==> src/rtl/pgpd_pkg.sv <==
package pgpd_pkg;
  typedef enum logic [1:0] {
    PG_WAIT  = 2'b00,
    PG_RUN   = 2'b01,
    PG_SLEEP = 2'b10
  } pg_mode_e;
endpackage

==> src/rtl/pgpd_sync.sv <==
// Multi-stage level synchronizer for the shared pin; clears to "low" on reset.
module pgpd_sync #(
  parameter int STAGES = 2
) (
  input  logic clk,
  input  logic rst,
  input  logic d,
  output logic q
);
  logic [STAGES-1:0] chain;

  for (genvar i = 0; i < STAGES; i++) begin : g_stage
    if (i == 0) begin : g_first
      always_ff @(posedge clk) begin
        if (rst) chain[0] <= 1'b0;
        else     chain[0] <= d;
      end
    end else begin : g_next
      always_ff @(posedge clk) begin
        if (rst) chain[i] <= 1'b0;
        else     chain[i] <= chain[i-1];
      end
    end
  end

  assign q = chain[STAGES-1];
endmodule

==> src/rtl/pgpd_qual.sv <==
// Counts consecutive high synchronized samples; valid on the SAMPLES-th one.
module pgpd_qual #(
  parameter int SAMPLES = 2
) (
  input  logic clk,
  input  logic rst,
  input  logic clr,
  input  logic lvl,
  output logic valid
);
  localparam int CW = (SAMPLES > 1) ? $clog2(SAMPLES) : 1;
  localparam logic [CW-1:0] LAST = CW'(SAMPLES - 1);

  logic [CW-1:0] run_cnt;

  always_ff @(posedge clk) begin
    if (rst || clr || !lvl) run_cnt <= '0;
    else if (run_cnt != LAST) run_cnt <= run_cnt + 1'b1;
  end

  assign valid = lvl && (run_cnt == LAST) && !clr;
endmodule

==> src/rtl/pgpd_fsm.sv <==
// Mode sequencer plus the asynchronously set shutdown flop.
module pgpd_fsm
  import pgpd_pkg::*;
(
  input  logic       clk,
  input  logic       rst,
  input  logic       pin_n,
  input  logic       valid,
  output logic       kill,
  output logic       out_allow,
  output logic       osc_en,
  output logic       ser_en,
  output logic [1:0] mode
);
  pg_mode_e state_q, state_d;
  logic     drop_q;

  // Shutdown request: set by the raw pin without a clock, cleared only
  // on the edge that re-enters the active state.
  always_ff @(posedge clk or negedge pin_n) begin
    if (!pin_n)                             drop_q <= 1'b1;
    else if (rst)                           drop_q <= 1'b0;
    else if ((state_q != PG_RUN) && valid)  drop_q <= 1'b0;
  end

  assign kill = (state_q == PG_RUN) && drop_q;

  always_comb begin
    state_d = state_q;
    unique case (state_q)
      PG_WAIT:  if (valid) state_d = PG_RUN;
      PG_RUN:   if (drop_q) state_d = PG_SLEEP;
      PG_SLEEP: if (valid) state_d = PG_RUN;
      default:  state_d = PG_WAIT;
    endcase
  end

  always_ff @(posedge clk) begin
    if (rst) state_q <= PG_WAIT;
    else     state_q <= state_d;
  end

  assign out_allow = (state_q == PG_RUN) && !drop_q;
  assign osc_en    = (state_q == PG_WAIT) || out_allow;
  assign ser_en    = (state_q == PG_WAIT) || out_allow;
  assign mode      = kill ? PG_SLEEP : state_q;
endmodule

==> src/rtl/pgpd_ctrl.sv <==
module pgpd_ctrl #(
  parameter int SYNC_STAGES  = 2,
  parameter int QUAL_SAMPLES = 2
) (
  input  logic       clk,
  input  logic       rst,
  input  logic       pwr_pin_n,
  output logic       out_allow,
  output logic       osc_en,
  output logic       ser_en,
  output logic [1:0] mode
);
  logic pin_s;
  logic rise_ok;
  logic kill;

  pgpd_sync #(.STAGES(SYNC_STAGES)) i_sync (
    .clk (clk),
    .rst (rst),
    .d   (pwr_pin_n),
    .q   (pin_s)
  );

  pgpd_qual #(.SAMPLES(QUAL_SAMPLES)) i_qual (
    .clk   (clk),
    .rst   (rst),
    .clr   (kill),
    .lvl   (pin_s),
    .valid (rise_ok)
  );

  pgpd_fsm i_fsm (
    .clk       (clk),
    .rst       (rst),
    .pin_n     (pwr_pin_n),
    .valid     (rise_ok),
    .kill      (kill),
    .out_allow (out_allow),
    .osc_en    (osc_en),
    .ser_en    (ser_en),
    .mode      (mode)
  );
endmodule

==> config.mk <==
export PLATFORM = sky130hd
export DESIGN_NAME = pgpd_ctrl
export DESIGN_NICKNAME = d
export VERILOG_FILES = /design/src/rtl/pgpd_pkg.sv /design/src/rtl/pgpd_sync.sv /design/src/rtl/pgpd_qual.sv /design/src/rtl/pgpd_fsm.sv /design/src/rtl/pgpd_ctrl.sv
export SDC_FILE = /design/constraint.sdc
export NUM_CORES = 1
export LEC_CHECK = 0
export ABC_AREA = 1
export BUFFER_PORTS_ARGS = -buffer_cell sky130_fd_sc_hd__buf_2
export CAP_MARGIN = 5
export CORE_AREA = 2 2 39 41
export CTS_BUF_LIST = sky130_fd_sc_hd__clkbuf_16
export CTS_CLUSTER_DIAMETER = 50
export DETAILED_ROUTE_END_ITERATION = 7
export DIE_AREA = 0 0 41 43
export PLACE_DENSITY = 0.39
export SLEW_MARGIN = 20
export SYNTH_ARGS = -nofsm -noshare
export SYNTH_HDL_FRONTEND = slang
export SYNTH_SLANG_ARGS = --single-unit
==> constraint.sdc <==
create_clock -name clk -period 1.2 [get_ports clk]
set_input_delay 0.24 -clock clk [delete_from_list [all_inputs] [get_ports clk]]
set_output_delay 0.24 -clock clk [all_outputs]
set_load 0.05 [all_outputs]
==> flow_summary.toml, run 1 <==
[min_path]
hold_class = "in -> reg"

[placed_design]
portBuffers = 7
post-place-ws_ns = -0.03797
place_congestion = 0.6984
placed_cells = 58
hpwl_um = 352.4

[power_and_ir_drop]
seqPwrFrac_pct = 27.0
p_sw_w = 0.0001251
p_per_area_mw_per_mm2 = 1609
leakagePower_nw = 0.2408
power_w = 0.0007709
power.internal_w = 0.0006459
clkPwrFrac_pct = 70.8
p_sw_share_pct = 16.22
vdd_drop_max_uv = 886.4
p_comb_share_pct = 2.2

[clock_tree]
cts_root_buffer = "clkbuf_16"
cts_tree = "built"
clk_pin_slew_ns = 0.04
cts_buffer_depth = 2
cts_sinks = 6
cts_max_level = 1
clock_latency_ns = 0.23
cts_buffers = 3

[sta]
layout_worst_path_cycle_share_pct = 120.0
finalMaxSlewViolations = 0
worst_slew_pin_slew_ns = 0.2158
period_minus_slack_ns = 1.440
hold_violations = 0
finClkSkew_ns = 0.003793
setup_viol = 5
fmax_mhz = 694.3
relSlewSlack_pct = 85.59
rsz0062_at_grt = "yes"
timing.final.ws_setup_ns = -0.2402
hold_ws_ns = 0.2145

[setup_path]
cp_slowest_cell = "dfstp_2"
required_ns = 0.96
crit_path_max_fanout = 4
critPathKind = "reg -> out"
cp_cell_sequence = "nand2_4, nand2_8, clkinvlp_4, buf_6"
cp-start-kind = "register"
cp.arrival_ns = 1.20
crit_path_end_kind = "output port"
slowest_delay_ns = 0.57

[finish]
drive_above_1_share_pct = 44.90
instances_no_fill = 65
post-route-util_pct = 34.63
fillers = 143
layout.nets = 53
syn_to_final_growth_pct = 92.46
seq_area_um2 = 126.4
multi_input_area_um2 = 103.9
diodes = 0

[global_route]
grt_usage_pct = 7.545
overflow = 0
grt_first_pass_wirelength_um = 807
first_global_vias = 212
antenna_found_initial = 0
grt_max_degree = 7

[logic_synthesis]
yosysUniqueCellTypes = 10
syn-cell-area_um2 = 249.0
synth_cells = 33
syn-num-nets = 36
ys_seq_elements = 6
ys_seq_area_share_pct = 50.75
yosysWarnings = 0
syn_area_per_cell_um2 = 7.545

[run_status]
status = "finished, violations left"
failed_checks = "setup timing"

[die]
num_rows = 14
coreArea_mm2 = 0.001384
pin_count = 8
die_area_mm2 = 0.001763
fp.dieW_um = 41
die_y_um = 43
start_util_pct = 17.99

[routing]
drc = 0
drt_wl_total_um = 474
wl_per_cell_um = 7.292
firstDrtPassIters = 2
dr_total_vias = 236
viasPerCell = 3.631
drt_iter0_drc = 6
antenna_left = 0

[job]
max-cap-violations = 0
[layer usage]
| layer | track usage [%] | up-vias | share of wire [%] |
|---|---|---|---|
| met5 | 0 | - | 0 |
| li1 | - | 128 | - |
| met4 | 8.000 | 0 | 3.0 |
| met3 | 4.712 | 2 | 7.8 |
| met2 | 8.438 | 7 | 44 |
| met1 | 8.738 | 99 | 45 |
[cells in the final DEF (no fill, tap or decap), drive strengths merged]
cell and instances:
a21oi 4, buf 12, clkbuf 3, clkinvlp 1, dfstp 1, dfxtp 5, dlygate4sd3 1, inv 9
nand2 5, nand3 4, nor2 4
[Yosys cell counts, drive strengths merged]
cell type  number  area share, %
buf             1            3.0
nand3           4            8.0
inv             9             15
nor2            4            6.0
a21oi           4            8.0
dfstp           1             11
nand2           5            9.5
dfxtp           5             40
[path summary, 6_finish.rpt]
path	startpoint	to	slack [ns]	cells after the start
min in group asynchronous	pwr_pin_n	i_fsm.drop_q$_DFFE_PN1P_	0.48	2
min reg2reg	i_sync.chain[0]$_SDFF_PP0_	i_sync.q$_SDFF_PP0_	0.40	2
max in group asynchronous	pwr_pin_n	i_fsm.drop_q$_DFFE_PN1P_	0.70	2
min	rst	i_sync.q$_SDFF_PP0_	0.21	2
max	i_fsm.drop_q$_DFFE_PN1P_	ser_en	-0.24	4
max reg2reg	i_fsm.drop_q$_DFFE_PN1P_	i_fsm.state_q[1]$_SDFFE_PP0P_	0.19	5
[logic make-up (layout without fill, tap and decap cells)]
kind of cell    count (synthesis)  after routing  synth area share [%]
compound gates                  4              4                 8.041
buf+inv                        10             26                 17.59
simple gates                   13             13                 23.62
flops                           6              6                 50.76
[stage by stage]
step                      area, µm²  setup TNS, ns
after floorplan               281.5        -0.7030
final                         479.2        -0.9958
after detailed placement      344.1        -0.1034
after CTS                     479.2         -1.026
after global placement        344.1        -0.1357
after global routing          479.2         -1.199
[sequential cells by signal, indices dropped and copies added (netlist names)]
| signal | cells |
|---|---|
| i_fsm.drop_q | 1 |
| i_fsm.state_q | 2 |
| i_qual.run_cnt | 1 |
| i_sync.chain | 1 |
| i_sync.q | 1 |
[cell type report]
class                   count  area share [%]
clock buffers               3           15.67
clock inverters             1          0.7833
inverters                   9           8.355
multi-input cells          17           21.67
flip-flops and latches      6           26.37
well taps                  16           4.178
repair buffers             13           22.98
[worst max-delay path, delay by kind of cell, from the launching register on]
kind          cells  cell delay [ns]
buf+inv           2             0.24
simple gates      2             0.17
flops             1             0.57
[power groups by stage]
stage / Sequential, W / Clock (W) / Combinational, W
5_1_grt: 0.000208 / 0.000580 / 0.0000201
4_1_cts: 0.000208 / 0.000559 / 0.0000177
6_report: 0.000208 / 0.000546 / 0.0000173
3_3_place_gp: 0.000211 / 0 / 0.0000146
3_5_place_dp: 0.000211 / 0 / 0.0000145
2_1_floorplan: 0.000210 / 0 / 0.00000732
[timing repair]
| item | in CTS | in global routing |
|---|---|---|
| hold endpoints to repair | 1 | 0 |
| pin swaps | 0 | 0 |
| gates resized for setup | 10 | 0 |
| setup buffers | 2 | 0 |
| hold buffers | 1 | 0 |
| endpoints found under the setup margin | 5 | 5 |
Power figures use the tool's default switching activity.
==> run 2: changes to the inputs <==
--- a/config.mk
+++ b/config.mk
@@ -8,11 +8,11 @@
 export ABC_AREA = 1
 export BUFFER_PORTS_ARGS = -buffer_cell sky130_fd_sc_hd__buf_2
 export CAP_MARGIN = 5
-export CORE_AREA = 2 2 39 41
+export CORE_AREA = 10 10 47 49
 export CTS_BUF_LIST = sky130_fd_sc_hd__clkbuf_16
 export CTS_CLUSTER_DIAMETER = 50
 export DETAILED_ROUTE_END_ITERATION = 7
-export DIE_AREA = 0 0 41 43
+export DIE_AREA = 0 0 57 59
 export PLACE_DENSITY = 0.39
 export SLEW_MARGIN = 20
 export SYNTH_ARGS = -nofsm -noshare
==> run 2 against run 1 <==
  * The run still ends with setup timing left
  * Combinational power about the same
  * First-iteration DRC count is 83% lower
  * Count of clock-buffer cells in the layout stayed put
  * Core utilization shrank 1.5 points
  * Via count increased by 2.1%
  * Sequential power is essentially flat
  * Hold slack improved by 0.0056 ns
  * Critical path depth unchanged
  * Flip-flop and latch count unchanged
  * Sequential share of layout area grew 0.85 points
  * Largest power group unchanged
==> flow_summary.toml, run 2 (same netlist as run 1, synthesis figures left out) <==
[run_status]
status = "finished, violations left"
failed_checks = "setup timing"

[finish]
largest_reg_flops = 2
post-route-util_pct = 33.13
diodes = 0
regMostFlops = "i_fsm.state_q"
syn_to_final_growth_pct = 86.43
finalInstanceArea_um2 = 464.2
fillers = 153
final_cell_mix = "inv_1 (8), buf_4 (6), dfxtp_1 (5)"
final_common_cell = "inv_1"
layout.nets = 52
drive_above_1_share_pct = 41.67

[global_route]
overflow = 0
antenna_found_initial = 0
grt_usage_pct = 4.154
first_global_vias = 256
grt_max_degree = 7
grt_first_pass_wirelength_mm = 1.055

[die]
die_y_um = 59
pin_count = 8
die_area_mm2 = 0.003363
coreArea_mm2 = 0.001401
fp.dieW_um = 57
num_rows = 14
start_util_pct = 17.77

[job]
max-cap-violations = 0

[min_path]
hold_class = "in -> reg"
holdPathEnd = "i_sync.q$_SDFF_PP0_"
holdPathStages = 2
min_from = "rst"

[setup_path]
rr_endpoint = "i_fsm.state_q[1]$_SDFFE_PP0P_"
cp_slowest_cell = "dfstp_2"
reg2reg_depth = 5
cp-start-kind = "register"
cp_cell_sequence = "nand2_4, nand2_8, clkinvlp_4, buf_6"
r2r_start = "i_fsm.drop_q$_DFFE_PN1P_"
slowest_delay_ns = 0.56
worst-path-buf-inv = 2
path_delay_family = "flip-flops"
crit_path_max_fanout = 3
reg2reg_slack_ns = 0.20
crit_path_end_kind = "output port"
critPathKind = "reg -> out"
required_ns = 0.96
cp.arrival_ns = 1.18

[power_and_ir_drop]
p_per_area_mw_per_mm2 = 1652
leakagePower_nw = 0.2365
vdd_drop_max_uv = 1185

[placed_design]
hpwl_um = 439.1
place_congestion = 0.7415
portBuffers = 7
post-place-ws_ns = -0.01630
postPlaceCellArea_um2 = 351.6

[clock_tree]
cts_setup_buffers = 0
clk_pin_slew_ns = 0.03
cts_max_level = 1
cts_root_buffer = "clkbuf_16"
cts_buffers = 3
cts_buffer_depth = 2
cts_sinks = 6
cts_tree = "built"
clock_latency_ns = 0.23

[routing]
route.met2.wl_um = 238
wl_met3_um = 43
viasPerCell = 3.766
firstDrtPassIters = 2
drc = 0
top_layer = "met4"
wl_per_cell_um = 8.344
met1Wirelength_um = 232
drt_iter0_drc = 1
antenna_left = 0
dr_total_vias = 241
drt_wl_total_um = 534

[sta]
period_minus_slack_ns = 1.421
layout_worst_path_cycle_share_pct = 118.4
hold_violations = 0
rsz0062_at_grt = "yes"
worst_slew_pin_slew_ns = 0.1885
relSlewSlack_pct = 87.41
finalMaxSlewViolations = 0
setup_viol = 5
finClkSkew_ns = 0.001870
fmax_mhz = 703.8
hold_ws_ns = 0.2201
timing.final.ws_setup_ns = -0.2208
==> run 2: how the worst max path moves through the flow <==
stage | startpoint | to | cells past startpoint
2_1_floorplan | i_fsm.drop_q$_DFFE_PN1P_ | ser_en | 4
3_3_place_gp | i_fsm.drop_q$_DFFE_PN1P_ | ser_en | 4
3_5_place_dp | i_fsm.drop_q$_DFFE_PN1P_ | ser_en | 4
4_1_cts | i_fsm.drop_q$_DFFE_PN1P_ | ser_en | 4
5_1_grt | i_fsm.drop_q$_DFFE_PN1P_ | ser_en | 4
6_report | i_fsm.drop_q$_DFFE_PN1P_ | ser_en | 4
==> run 2: cell type report <==
type                       instances  area (µm²)  share of cell area [%]
timing repair buffer              12       98.84                   21.29
clock inverter                     1       3.754                  0.8086
inverter                           9       40.04                   8.625
multi-input combinational         17       100.1                   21.56
sequential                         6       126.4                   27.22
clock buffer                       3       75.07                   16.17
tap                               16       20.02                   4.313
==> run 2: metrics by stage <==
step / power, W / setup TNS [ns] / instances
6_report: 0.0007669 / -0.9775 / 64
4_1_cts: 0.0007797 / -1.041 / 64
5_1_grt: 0.0007894 / -1.280 / 64
3_3_place_gp: 0.0002251 / -0.03934 / 59
3_5_place_dp: 0.0002251 / -0.03924 / 59
2_1_floorplan: 0.0002174 / -0.7030 / 33
==> run 2: power by group <==
part | total (W) | switching (W) | internal, W
registers | 0.000208 | 0.00000221 | 0.000206
logic | 0.0000172 | 0.00000919 | 0.00000804
clock network | 0.000542 | 0.000110 | 0.000432
total | 0.000767 | 0.000122 | 0.000645
==> run 2: routing by layer <==
metal	vias up	global-route usage [%]
met2	7	5.581
met5	-	0
met3	2	3.004
li1	127	-
met4	0	4.027
met1	105	4.052
==> run 2: what timing repair did <==
item / 4_1_cts / 5_1_grt
hold buffers: 1 / 0
endpoints found under the setup margin: 5 / 5
gates resized for setup: 8 / 0
hold endpoints to repair: 1 / 0
==> run 3: changes to the inputs <==
--- a/config.mk
+++ b/config.mk
@@ -5,15 +5,14 @@
 export SDC_FILE = /design/constraint.sdc
 export NUM_CORES = 1
 export LEC_CHECK = 0
-export ABC_AREA = 1
 export BUFFER_PORTS_ARGS = -buffer_cell sky130_fd_sc_hd__buf_2
 export CAP_MARGIN = 5
-export CORE_AREA = 10 10 47 49
+export CORE_AREA = 2 2 39 41
 export CTS_BUF_LIST = sky130_fd_sc_hd__clkbuf_16
 export CTS_CLUSTER_DIAMETER = 50
 export DETAILED_ROUTE_END_ITERATION = 7
-export DIE_AREA = 0 0 57 59
-export PLACE_DENSITY = 0.39
+export DIE_AREA = 0 0 41 43
+export PLACE_DENSITY = 0.38
 export SLEW_MARGIN = 20
 export SYNTH_ARGS = -nofsm -noshare
 export SYNTH_HDL_FRONTEND = slang
==> run 3 against run 2 <==
  * The run still ends with setup timing left
  * Register-to-register slack about the same
  * Via count fell by 17%
  * Routed wire length decreased by 20%
  * Critical path type unchanged
  * Count of clock-buffer cells in the layout stayed put
  * Core utilization is 1.3 points lower
==> flow_summary.toml, run 3 <==
[run_status]
status = "finished, violations left"
failed_checks = "setup timing"

[logic_synthesis]
yosys-top-cells-area = "dfxtp_1 (41%), dfstp_2 (11%), nor2b_1 (7.7%)"
synth_edf_count = 0
yosysUniqueCellTypes = 14
synth_compound_area_share_pct = 8.763
synth_top_area_share_pct = 41.24
syn-num-nets = 29
yosys.area_share.simple_pct = 32.99
synth_top_family_by_area = "simple AND/OR/NAND/NOR gates"
yosys-top-cells-count = "dfxtp_1 (5), nand2_1 (4), nor2_1 (3), nor2b_1 (3), inv_1 (2)"
synth_cells = 26
synth_largest_area_cell = "dfxtp_1"
synthMuxAreaShare_pct = 0
ys_seq_elements = 6
syn_area_per_cell_um2 = 9.336
synthArstFlopShare_pct = 16.67
ys.flop_type = "dfxtp_1"
syn-cell-area_um2 = 242.7
synth-xor-area-share_pct = 0
yosysMostFrequentCell = "dfxtp_1"
ys_seq_area_share_pct = 52.06
synthAdderAreaFrac_pct = 0
yosysWarnings = 0

[global_route]
antenna_found_initial = 0
grt_first_pass_wirelength_um = 683
grt_max_degree = 7
overflow = 0
grt_usage_pct = 6.848
first_global_vias = 186

[die]
pin_count = 8
fp.dieW_um = 41
start_util_pct = 17.54
die_y_um = 43
coreArea_mm2 = 0.001384
num_rows = 14
die_area_mm2 = 0.001763

[routing]
viasPerCell = 3.722
drc = 0
dr_total_vias = 201
firstDrtPassIters = 2
drt_iter0_drc = 4
drt_wl_total_um = 425
wl_per_cell_um = 7.870
antenna_left = 0

[sta]
setup_viol = 5
rsz0062_at_grt = "yes"
fmax_mhz = 714.9
hold_ws_ns = 0.2072
relSlewSlack_pct = 91.04
period_minus_slack_ns = 1.399
finalMaxSlewViolations = 0
layout_worst_path_cycle_share_pct = 116.6
timing.final.ws_setup_ns = -0.1987
hold_violations = 0
worst_slew_pin_slew_ns = 0.1341
finClkSkew_ns = 0.001305

[clock_tree]
clock_latency_ns = 0.23
cts_buffer_depth = 2
cts_setup_buffers = 0
cts_buffers = 3
cts_tree = "built"
cts_sinks = 6
cts_root_buffer = "clkbuf_16"
cts_max_level = 1
clk_pin_slew_ns = 0.03

[finish]
largest_reg_flops = 2
drive_above_1_share_pct = 50.00
fillers = 141
post-route-util_pct = 31.83
finalInstanceArea_um2 = 440.4
layout.nets = 42
regMostFlops = "i_fsm.state_q"
diodes = 0
syn_to_final_growth_pct = 81.44

[setup_path]
crit_path_max_fanout = 3
required_ns = 0.96
cp-start-kind = "register"
cp.arrival_ns = 1.16
crit_path_end_kind = "output port"
critPathKind = "reg -> out"

[power_and_ir_drop]
vdd_drop_max_uv = 787.9
leakagePower_nw = 0.2061
p_per_area_mw_per_mm2 = 1746

[placed_design]
post-place-ws_ns = -0.002640
place_congestion = 0.5730
portBuffers = 7
postPlaceCellArea_um2 = 325.3

[min_path]
hold_class = "in -> reg"

[job]
max-cap-violations = 0
## run 3: routing by layer
metal | vias to the layer above | wire [µm] | GRT usage, %
met4 | 0 | 40 | 12.00
met2 | 6 | 186 | 7.813
met5 | - | 0 | 0
met1 | 84 | 170 | 5.844
met3 | 4 | 28 | 3.665
li1 | 107 | - | -
## run 3: kinds of logic (layout without fill, tap and decap cells)
| group | Yosys count | count (layout) |
|---|---|---|
| and+or+nand+nor | 14 | 14 |
| AOI/OAI and AO/OA | 3 | 3 |
| DFF | 6 | 6 |
| buffers and inverters | 3 | 15 |
## run 3: cell type report
type / count / area (µm²) / area share [%]
sequential: 6 / 128.9 / 29.26
multi-input combinational: 17 / 125.1 / 28.41
timing repair buffer: 9 / 76.32 / 17.33
clock buffer: 3 / 75.07 / 17.05
tap: 16 / 20.02 / 4.545
inverter: 2 / 11.26 / 2.557
clock inverter: 1 / 3.754 / 0.8523
## run 3: worst paths after layout
kind | slack (ns) | to | depth (start not counted) | startpoint
setup / recovery | -0.20 | ser_en | 4 | i_fsm.drop_q$_DFFE_PN1P_
hold / removal | 0.21 | i_fsm.drop_q$_DFFE_PN1P_ | 2 | rst
setup reg to reg | 0.19 | i_qual.run_cnt$_SDFF_PP0_ | 3 | i_fsm.drop_q$_DFFE_PN1P_
hold reg to reg | 0.44 | i_sync.q$_SDFF_PP0_ | 1 | i_sync.chain[0]$_SDFF_PP0_
max in group asynchronous | 0.70 | i_fsm.drop_q$_DFFE_PN1P_ | 2 | pwr_pin_n
min in group asynchronous | 0.48 | i_fsm.drop_q$_DFFE_PN1P_ | 2 | pwr_pin_n
## run 3: through the flow
stage	instances	power, W	setup TNS (ns)
after detailed placement	49	0.0002228	-0.004249
after CTS	54	0.0007821	-0.8113
final	54	0.0007688	-0.7678
after global placement	49	0.0002227	0
after floorplan	26	0.0002157	-0.8135
after global routing	54	0.0007971	-0.9357
## run 3: repair_timing
action / 4_1_cts / 5_1_grt
endpoints found under the hold margin: 1 / 0
hold buffers: 1 / 0
pin swaps: 1 / 0
endpoints found under the setup margin: 5 / 5
resized for setup: 10 / 1
## run 3: worst max-delay path, cell delays in order, from the launching register on
cell and delay (ns):
dfstp_2 0.56, nand2_4 0.07, nand2_8 0.06, clkinvlp_4 0.08, buf_6 0.15
## run 3: report_power, final
group / switching, W / internal (W)
clock: 0.000114 / 0.000432
combinational: 0.00000730 / 0.00000846
sequential: 0.00000139 / 0.000206
total: 0.000123 / 0.000646
